**config.mk**
```make
export PLATFORM = sky130hd
export DESIGN_NAME = rst_seq_ctrl
export DESIGN_NICKNAME = d
export VERILOG_FILES = /design/src/rtl/rst_seq_pkg.sv /design/src/rtl/rst_pin_qual.sv /design/src/rtl/rst_timeout.sv /design/src/rtl/rst_stop_hold.sv /design/src/rtl/rst_status.sv /design/src/rtl/rst_seq_ctrl.sv
export SDC_FILE = /design/constraint.sdc
export NUM_CORES = 1
export LEC_CHECK = 0
export BUFFER_PORTS_ARGS = -buffer_cell sky130_fd_sc_hd__buf_2
export CORE_MARGIN = 5
export CORE_UTILIZATION = 50
export CTS_BUF_LIST = sky130_fd_sc_hd__clkbuf_8
export DETAILED_ROUTE_END_ITERATION = 8
export HOLD_SLACK_MARGIN = 0.08
export PLACE_DENSITY = 0.87
export SYNTH_ARGS = -nofsm -noshare
export SYNTH_HDL_FRONTEND = slang
export SYNTH_SLANG_ARGS = --single-unit
```
**constraint.sdc**
```tcl
create_clock -name clk -period 2.5 [get_ports clk]
set_input_delay 0.25 -clock clk [delete_from_list [all_inputs] [get_ports clk]]
set_output_delay 0.25 -clock clk [all_outputs]
set_load 0.02 [all_outputs]
```
**src/rtl/rst_seq_pkg.sv**
```systemverilog
package rst_seq_pkg;

  // status vector bit positions (software decodes these)
  localparam int ST_POR  = 0;
  localparam int ST_BO   = 1;
  localparam int ST_WDT  = 2;
  localparam int ST_EXT  = 3;
  localparam int ST_STOP = 4;
  localparam int ST_W    = 5;

  // time-out request lanes
  localparam int EV_POR = 0;
  localparam int EV_BO  = 1;
  localparam int EV_WDT = 2;
  localparam int EV_EXT = 3;
  localparam int EV_N   = 4;

  function automatic int umax(input int a, input int b);
    return (a > b) ? a : b;
  endfunction

  function automatic int bits_for(input int n);
    return (n > 1) ? $clog2(n) : 1;
  endfunction

endpackage

```
**src/rtl/rst_pin_qual.sv**
```systemverilog
module rst_pin_qual #(
  parameter int QUAL = 3
) (
  input  logic clk,
  input  logic rst,
  input  logic pin_n_i,
  output logic pin_sync_o,
  output logic hit_o,
  output logic active_o
);
  localparam int CW = $clog2(QUAL + 1);
  localparam logic [CW-1:0] QMAX = CW'(QUAL);
  localparam logic [CW-1:0] QM1  = CW'(QUAL - 1);

  logic          meta_q;
  logic          sync_q;
  logic [CW-1:0] run_q;

  always_ff @(posedge clk) begin
    if (rst) begin
      meta_q <= 1'b1;
      sync_q <= 1'b1;
      run_q  <= '0;
    end else begin
      meta_q <= pin_n_i;
      sync_q <= meta_q;
      if (sync_q)
        run_q <= '0;
      else if (run_q != QMAX)
        run_q <= run_q + 1'b1;
    end
  end

  assign pin_sync_o = sync_q;
  assign hit_o      = !sync_q && (run_q == QM1);
  assign active_o   = !sync_q && (run_q >= QM1);

  AST_HIT_ONCE: assert property (@(posedge clk) disable iff (rst)
    hit_o |=> !hit_o);

endmodule

```
**src/rtl/rst_timeout.sv**
```systemverilog
module rst_timeout #(
  parameter int NEV = 4,
  parameter int TW  = 4,
  parameter logic [NEV*TW-1:0] DLY_VEC = '0
) (
  input  logic           clk,
  input  logic           rst,
  input  logic [NEV-1:0] ev_i,
  input  logic           pwr_ev_i,
  input  logic           hold_i,
  output logic           in_rst_o,
  output logic           pwr_o
);
  logic          in_rst_q;
  logic [TW-1:0] tmr_q;
  logic [TW-1:0] load_val;
  logic          any_ev;
  logic          release_now;
  logic          pwr_q;

  always_comb begin
    load_val = '0;
    for (int i = 0; i < NEV; i++) begin
      if (ev_i[i] && (DLY_VEC[i*TW +: TW] > load_val))
        load_val = DLY_VEC[i*TW +: TW];
    end
  end

  assign any_ev      = |ev_i;
  assign release_now = in_rst_q && !any_ev && (tmr_q == '0) && !hold_i;

  always_ff @(posedge clk) begin
    if (rst) begin
      in_rst_q <= 1'b0;
      tmr_q    <= '0;
    end else if (any_ev) begin
      in_rst_q <= 1'b1;
      tmr_q    <= load_val;
    end else if (in_rst_q) begin
      if (tmr_q != '0)
        tmr_q <= tmr_q - 1'b1;
      else if (!hold_i)
        in_rst_q <= 1'b0;
    end
  end

  always_ff @(posedge clk) begin
    if (rst)
      pwr_q <= 1'b0;
    else if (pwr_ev_i)
      pwr_q <= 1'b1;
    else if (release_now)
      pwr_q <= 1'b0;
  end

  assign in_rst_o = in_rst_q;
  assign pwr_o    = pwr_q;

  AST_EVENT_STARTS: assert property (@(posedge clk) disable iff (rst)
    any_ev |=> in_rst_q);
  AST_RELEASE_NO_HOLD: assert property (@(posedge clk) disable iff (rst)
    $fell(in_rst_q) |-> !$past(hold_i));
  AST_PWR_INSIDE: assert property (@(posedge clk) disable iff (rst)
    pwr_q |-> in_rst_q);

endmodule

```
**src/rtl/rst_stop_hold.sv**
```systemverilog
module rst_stop_hold #(
  parameter int STOP_CYC = 4
) (
  input  logic clk,
  input  logic rst,
  input  logic stop_i,
  output logic hold_o
);
  localparam int SW = rst_seq_pkg::bits_for(STOP_CYC);
  localparam logic [SW-1:0] LOADV = SW'(STOP_CYC - 1);

  logic          act_q;
  logic [SW-1:0] cnt_q;

  always_ff @(posedge clk) begin
    if (rst) begin
      act_q <= 1'b0;
      cnt_q <= '0;
    end else if (stop_i) begin
      act_q <= 1'b1;
      cnt_q <= LOADV;
    end else if (act_q) begin
      if (cnt_q != '0)
        cnt_q <= cnt_q - 1'b1;
      else
        act_q <= 1'b0;
    end
  end

  assign hold_o = act_q;

  AST_STOP_CAUSE: assert property (@(posedge clk) disable iff (rst)
    $rose(act_q) |-> $past(stop_i));

endmodule

```
**src/rtl/rst_status.sv**
```systemverilog
module rst_status #(
  parameter int NB = 5
) (
  input  logic          clk,
  input  logic          rst,
  input  logic [NB-1:0] set_i,
  input  logic          clr_i,
  input  logic          stop_i,
  input  logic          osc_wr_i,
  input  logic [1:0]    osc_d_i,
  output logic [NB-1:0] flags_o,
  output logic [1:0]    osc_o
);
  logic [NB-1:0] flag_q;
  logic [1:0]    osc_q;

  for (genvar gi = 0; gi < NB; gi++) begin : g_flag
    always_ff @(posedge clk) begin
      if (rst)
        flag_q[gi] <= 1'b0;
      else if (set_i[gi])
        flag_q[gi] <= 1'b1;
      else if (clr_i)
        flag_q[gi] <= 1'b0;
    end
  end

  always_ff @(posedge clk) begin
    if (rst)
      osc_q <= 2'b11;
    else if (stop_i)
      osc_q <= 2'b11;
    else if (osc_wr_i)
      osc_q <= osc_d_i;
  end

  assign flags_o = flag_q;
  assign osc_o   = osc_q;

  AST_FLAGS_STICKY: assert property (@(posedge clk) disable iff (rst)
    !clr_i |=> ((flag_q & $past(flag_q)) == $past(flag_q)));
  AST_OSC_AFTER_STOP: assert property (@(posedge clk) disable iff (rst)
    stop_i |=> (osc_q == 2'b11));

endmodule

```
**src/rtl/rst_seq_ctrl.sv**
```systemverilog
module rst_seq_ctrl #(
  parameter int QUAL     = 3,
  parameter int POR_DLY  = 16,
  parameter int BO_DLY   = 12,
  parameter int WDT_DLY  = 8,
  parameter int EXT_DLY  = 6,
  parameter int STOP_CYC = 4
) (
  input  logic       clk,
  input  logic       rst,
  input  logic       rst_pin_n_i,
  input  logic       por_evt_i,
  input  logic       bo_evt_i,
  input  logic       wdt_evt_i,
  input  logic       dbg_rst_wr_i,
  input  logic       stop_rcv_i,
  input  logic       gpio_drv_en_i,
  input  logic       stat_rd_clr_i,
  input  logic       osc_wr_i,
  input  logic [1:0] osc_wdata_i,
  output logic       pin_drive_low_o,
  output logic       sys_rst_o,
  output logic       cpu_rst_o,
  output logic       dbg_rst_o,
  output logic       dbg_req_o,
  output logic [4:0] rst_stat_o,
  output logic       osc_int_sel_o,
  output logic       osc_int_en_o
);
  import rst_seq_pkg::*;

  localparam int MAXD = umax(umax(POR_DLY, BO_DLY), umax(WDT_DLY, EXT_DLY));
  localparam int TW   = bits_for(MAXD);
  localparam logic [EV_N*TW-1:0] DLY_VEC = {TW'(EXT_DLY - 1), TW'(WDT_DLY - 1),
                                            TW'(BO_DLY - 1),  TW'(POR_DLY - 1)};

  logic              pin_sync;
  logic              ext_hit;
  logic              ext_act;
  logic              dbg_req_q;
  logic              gpio_q;
  logic [EV_N-1:0]   ev;
  logic [ST_W-1:0]   stat_set;
  logic              in_rst;
  logic              pwr_rst;
  logic              stop_hold;
  logic [1:0]        osc_word;

  rst_pin_qual #(.QUAL(QUAL)) u_qual (
    .clk        (clk),
    .rst        (rst),
    .pin_n_i    (rst_pin_n_i),
    .pin_sync_o (pin_sync),
    .hit_o      (ext_hit),
    .active_o   (ext_act)
  );

  always_ff @(posedge clk) begin
    if (rst) begin
      dbg_req_q <= 1'b0;
      gpio_q    <= 1'b0;
    end else begin
      dbg_req_q <= dbg_rst_wr_i;
      gpio_q    <= gpio_drv_en_i;
    end
  end

  always_comb begin
    ev         = '0;
    ev[EV_POR] = por_evt_i | dbg_req_q;
    ev[EV_BO]  = bo_evt_i;
    ev[EV_WDT] = wdt_evt_i;
    ev[EV_EXT] = ext_hit;
    stat_set          = '0;
    stat_set[ST_POR]  = por_evt_i | dbg_req_q;
    stat_set[ST_BO]   = bo_evt_i;
    stat_set[ST_WDT]  = wdt_evt_i;
    stat_set[ST_EXT]  = ext_hit;
    stat_set[ST_STOP] = stop_rcv_i;
  end

  rst_timeout #(.NEV(EV_N), .TW(TW), .DLY_VEC(DLY_VEC)) u_tmo (
    .clk      (clk),
    .rst      (rst),
    .ev_i     (ev),
    .pwr_ev_i (por_evt_i | bo_evt_i),
    .hold_i   (ext_act),
    .in_rst_o (in_rst),
    .pwr_o    (pwr_rst)
  );

  rst_stop_hold #(.STOP_CYC(STOP_CYC)) u_stop (
    .clk    (clk),
    .rst    (rst),
    .stop_i (stop_rcv_i),
    .hold_o (stop_hold)
  );

  rst_status #(.NB(ST_W)) u_stat (
    .clk      (clk),
    .rst      (rst),
    .set_i    (stat_set),
    .clr_i    (stat_rd_clr_i),
    .stop_i   (stop_rcv_i),
    .osc_wr_i (osc_wr_i),
    .osc_d_i  (osc_wdata_i),
    .flags_o  (rst_stat_o),
    .osc_o    (osc_word)
  );

  assign sys_rst_o       = in_rst;
  assign cpu_rst_o       = in_rst | stop_hold;
  assign pin_drive_low_o = in_rst | gpio_q;
  assign dbg_rst_o       = pwr_rst;
  assign dbg_req_o       = dbg_req_q;
  assign osc_int_sel_o   = osc_word[0];
  assign osc_int_en_o    = osc_word[1];

  AST_LOW_HOLDS: assert property (@(posedge clk) disable iff (rst)
    ext_act |=> sys_rst_o);
  AST_RELEASE_PIN_HIGH: assert property (@(posedge clk) disable iff (rst)
    $fell(sys_rst_o) |-> $past(pin_sync));
  AST_SRC_DRIVES_PIN: assert property (@(posedge clk) disable iff (rst)
    (por_evt_i | bo_evt_i | wdt_evt_i) |=> (sys_rst_o && pin_drive_low_o));
  AST_DBG_KEEPS_DEBUG: assert property (@(posedge clk) disable iff (rst)
    (dbg_req_o && !por_evt_i && !bo_evt_i && !dbg_rst_o) |=> (sys_rst_o && !dbg_rst_o));
  AST_STOP_CPU_ONLY: assert property (@(posedge clk) disable iff (rst)
    (stop_rcv_i && !sys_rst_o && !(|ev)) |=> (!sys_rst_o && cpu_rst_o));

endmodule

```
# Word-level counts from Yosys, hierarchy flattened
# Cells that the tools add are included.
[word_totals]
latchBits = 0
register_bits = 22
elab_cells = 83
n_memories = 0
inputBits = 13
ram_bits = 0
romBits = 0
output_inout_bits = 12
[classes]
reduce_logical = 29
mul = 0
mux = 25
bitwise = 4
div = 0
eq_ne = 2
shift = 0
n_addsub = 3
n_lt_le_gt_ge = 4
[ops]
columns = ["op", "count"]
rows = [
  ["2-to-1 mux 4 bit", 7],
  ["nonzero test 2 bit", 11],
  ["2-to-1 mux 1 bit", 15],
  ["greater-than comparator 3 x 4 -> 1 bit, first input constant", 2],
  ["logical AND 1 bit", 8],
  ["2-to-1 mux 2 bit", 3],
  ["greater-than comparator 4 bit, first input constant", 1],
  ["logical NOT 4 bit", 1],
  ["OR 1 bit", 4],
  ["AND reduction 2 bit", 2],
  ["nonzero test 4 bit", 1],
  ["OR reduction 2 bit", 2],
  ["OR reduction 4 bit", 1],
  ["subtractor 4 x 1 -> 4 bit, second input constant", 1],
  ["logical NOT 1 bit", 3],
  ["adder 2 x 1 -> 2 bit, second input constant", 1],
  ["equality test 2 bit, second input constant", 1],
  [">= comparator 2 bit, second input constant", 1],
  ["!= test 2 bit, second input constant", 1],
  ["subtractor 2 x 1 -> 2 bit, second input constant", 1],
]

# Depth between registers and ports, before layout
[logic_depth]
word_depth = 12
depth_mapped = 6
mapped_depth_nobuf = 6

# By module
# A second synthesis with hierarchy kept.
[unflattened]
hier_cells = 110
hier_area_um2 = 1022.2
[by_module_without_submodules]
columns = ["mod", "seq_area_each_um2", "area_per_inst_um2", "cells_each", "instances"]
rows = [
  ["rst_timeout", 120.1, 384.1, 45, 1],
  ["rst_status", 140.1, 246.5, 27, 1],
  ["rst_pin_qual", 80.1, 170.2, 16, 1],
  ["rst_stop_hold", 60.1, 143.9, 14, 1],
  ["rst_seq_ctrl", 40.0, 77.6, 8, 1],
]

# Worst setup path before layout
# OpenSTA, ideal clock, no wires.
[synth_timing]
path_kind = "register to register"
start = "reg u_tmo.tmr_q[0]"
end = "reg u_tmo.tmr_q[2]"
period_less_slack_ps = 1794
path_slack_ps = 706
stages_incl_launch_ff = 7
setup_time_ps = 117
n_path_buf = 0
required_time_ps = 2383
arrival_time_ps = 1677
path_cell_list = "dfxtp_1 > inv_1 > ha_1 > or3b_1 > a2111o_1 > and2_0 > a32o_1"
[synth_between]
elab_chain_cells = 4
word_cells_on_any_way = 7
classes_between = "add/sub: 1; mux: 3; reduce/logical: 3"
[synth_lines]
columns = ["item", "line", "rtl"]
rows = [
  ["start: declaration", "rst_timeout.sv:15", "logic [TW-1:0] tmr_q;"],
  ["start signal: assignment", "rst_timeout.sv:38", "tmr_q <= load_val;"],
  ["start signal: assignment", "rst_timeout.sv:41", "tmr_q <= tmr_q - 1'b1;"],
  ["subtractor 4 x 1 -> 4 bit", "rst_timeout.sv:41", ""],
  ["2-to-1 mux 4 bit", "rst_timeout.sv:40", "if (tmr_q != '0)"],
  ["2-to-1 mux 4 bit", "rst_timeout.sv:39", "end else if (in_rst_q) begin"],
  ["2-to-1 mux 4 bit", "rst_timeout.sv:36", "end else if (any_ev) begin"],
]
# Several ways; a longest one is shown, not always the timed one. The select of a mux whose other input is x is not followed.
# A chain may end at the register's enable or synchronous reset.

# Final worst setup path
[layout_timing]
start = "reg u_tmo.tmr_q[1]"
end = "reg u_tmo.tmr_q[2]"
# Same word-level chain as after synthesis.

==> metrics <==
status finished, final reports clean; WP data required 2.65 ns; CP startpoint kind flip-flop; static leakage 0.498 nW; R2R cell count 6; Crit-path slowest cell a2111o_1; worst min-delay path class input port to flip-flop; register area share after synthesis 48.4%; RSZ-0062 raised after global routing false; CP max stage delay 0.50 ns; maximum VDD drop 338 uV; Num CTS Buffers 3; Die ar. 2780 um2; Clock Path Buffers 2; first-pass GRT wire length 3190 um; Crit Path Class flip-flop to flip-flop; pre-CTS setup slack 0.590 ns; htree depth 1; number of routed nets with antenna violations 0; critical path buffer and inverter count 1; cts repair resizes 0; Inst Count DP 150; clk root buf clkbuf_8; vias 807; yosys warns 0; Final TNS setup 0 ns; Buffers on Ports 24; Post-DP HPWL 1440 um; GPL Wtd Cong 0.935; antenna cells 0; Die Wd 52.7 um; Netlist cell types 26; GR Overflow Total 0; Fin. Hold Viols 0; CTS tree yes; Tcrit/Tclk final 78.0%; post-synthesis instance area 911 um2; max cap viols 0; io pins 25; vias per inst 5.27; Clock transition at path regs 0.07 ns; Area Overhead vs Synth 20.3%; Max FO, Critical Path 5; cell area after layout 1100 um2; Rel. slew slack 71.3%; core area 1730 um2; power per cell area 634 nW/um2; Max Clk Rate 513 MHz; WP depth 6; Total Wirelength 1890 um; Fill cells 155; initial antenna violation count 0; largest net degree at the start of global routing 22; initial DRC count 9; number of global-route vias before repair 789; setup bufs post-CTS 0; share of cells above drive strength 1 25.0%; Fin Clk Skew 0.00237 ns; Row Count 15; Yosys reg bits 22; Pwr Total 0.694 mW; Initial Util 52.8%; Final Net Count 147; top cell family by delay on the critical path compound AO/OA/AOI/OAI gates; post-route core utilization 63.5%; worst hold stages 2; Worst setup EP type flip-flop; crit path DAT 2.10 ns; die height 52.7 um; non-filler instance count after layout 153; mean post-synth cell area 8.84 um2; hold buffer count at cts 0; DR pass1 iterations 5; hold_ws 0.172 ns; worst skew pair latency 0.26 ns; post-synth net total 120; Setup violations, final 0; Syn Inst Count 103; Worst-Margin Slew 0.430 ns; clock sink count 22; post-route setup slack 0.550 ns; # DRC 0; Global Route Usage Sum 15.4%; Final min period 1.95 ns; flop2flop setup slack 0.55 ns; max-slew violations 0; Cell Chain, Critical Path inv_1 > ha_1 > or3b_1 > a2111o_1 > and2_0 > a32o_1; Placed Area 1050 um2; Avg WL per Cell 12.3 um
-- worst reg2reg max path, stage by stage, from the launching register on --
cell,delay [ns]
dfxtp_1,0.33
inv_1,0.07
ha_1,0.17
or3b_1,0.40
a2111o_1,0.50
and2_0,0.18
a32o_1,0.20
-- worst paths after layout --
check                                    endpoint            from
worst max register to register     u_tmo.tmr_q[2]  u_tmo.tmr_q[1]
worst min-delay path                u_qual.meta_q     rst_pin_n_i
worst max-delay path               u_tmo.tmr_q[2]  u_tmo.tmr_q[1]
worst min register to register  u_qual.pin_sync_o   u_qual.meta_q
-- report_power, final --
part / internal (mW) / total, mW / switching (mW)
Clock: 0.107 / 0.210 / 0.103
Combinational: 0.0423 / 0.0983 / 0.0559
Sequential: 0.372 / 0.386 / 0.0143
-- per-layer routing --
metal | routed length, um | global-route usage (%) | up-vias
met1 | 821 | 17.1 | 368
li1 | - | - | 401
met3 | 151 | 4.56 | 2
met5 | 0 | 0 | -
met4 | 15 | 5.53 | 0
met2 | 899 | 27.3 | 36
-- synth_stat cells --
library cell	instances	area share (%)
dfxtp_1	22	48
nor2b_1	4	2.7
nand2b_1	2	1.4
xnor2_1	2	1.9
nor3_1	8	4.4
and2_1	1	0.69
or3b_1	1	0.96
o21bai_1	1	0.82
mux2i_1	2	2.2
clkbuf_1	2	0.82
nand2_1	4	1.6
a311oi_1	1	0.96
a32o_1	1	1.1
xor2_1	1	0.96
o21ai_0	3	1.6
inv_1	8	3.3
a21oi_1	14	7.7
ha_1	4	5.5
nand3_1	1	0.55
or3_4	1	1.2
nor2_1	12	4.9
a2111o_1	1	1.2
nor4_1	1	0.69
a211oi_1	1	0.82
and2_0	1	0.69
or2_2	4	2.7
-- layout by cell type, fill, tap and decap left out, drive strengths merged, types with 2 or more instances in the layout --
cell type  instances
nand2b             2
a21oi             14
or2                4
o21ai              3
clkbuf             3
nor2              12
buf               24
inv                8
nor2b              4
mux2i              2
nor3               8
ha                 4
nand2              4
xnor2              2
dfxtp             22
and2               2
-- cell families after synthesis --
| kind of cell | after synthesis | synth area share (%) |
|---|---|---|
| flip-flops | 22 | 48.4 |
| multiplexers | 2 | 2.20 |
| AO/OA/AOI/OAI | 22 | 14.3 |
| XOR/XNOR | 3 | 2.89 |
| adder cells (fa/ha/maj) | 4 | 5.49 |
| buffers and inverters | 10 | 4.12 |
| AND/OR/NAND/NOR | 40 | 22.7 |
-- state kept, by name, indices dropped and copies added (netlist names) --
name	count
u_stop.cnt_q	2
u_qual.run_q	2
dbg_req_o	1
u_stat.osc_o	2
u_tmo.tmr_q	4
u_tmo.in_rst_o	1
u_stat.flags_o	5
u_tmo.pwr_o	1
gpio_q	1
u_qual.meta_q	1
u_stop.hold_o	1
u_qual.pin_sync_o	1
-- cell type report --
type,count,area (um2),share of cell area (%)
clock buffer,3,41.3,3.77
inverter,8,30.0,2.74
multi-input combinational,71,433,39.5
sequential,22,440,40.2
tap,25,31.3,2.85
timing repair buffer,24,120,11.0
Note: power is estimated with default switching activity, not from simulation.
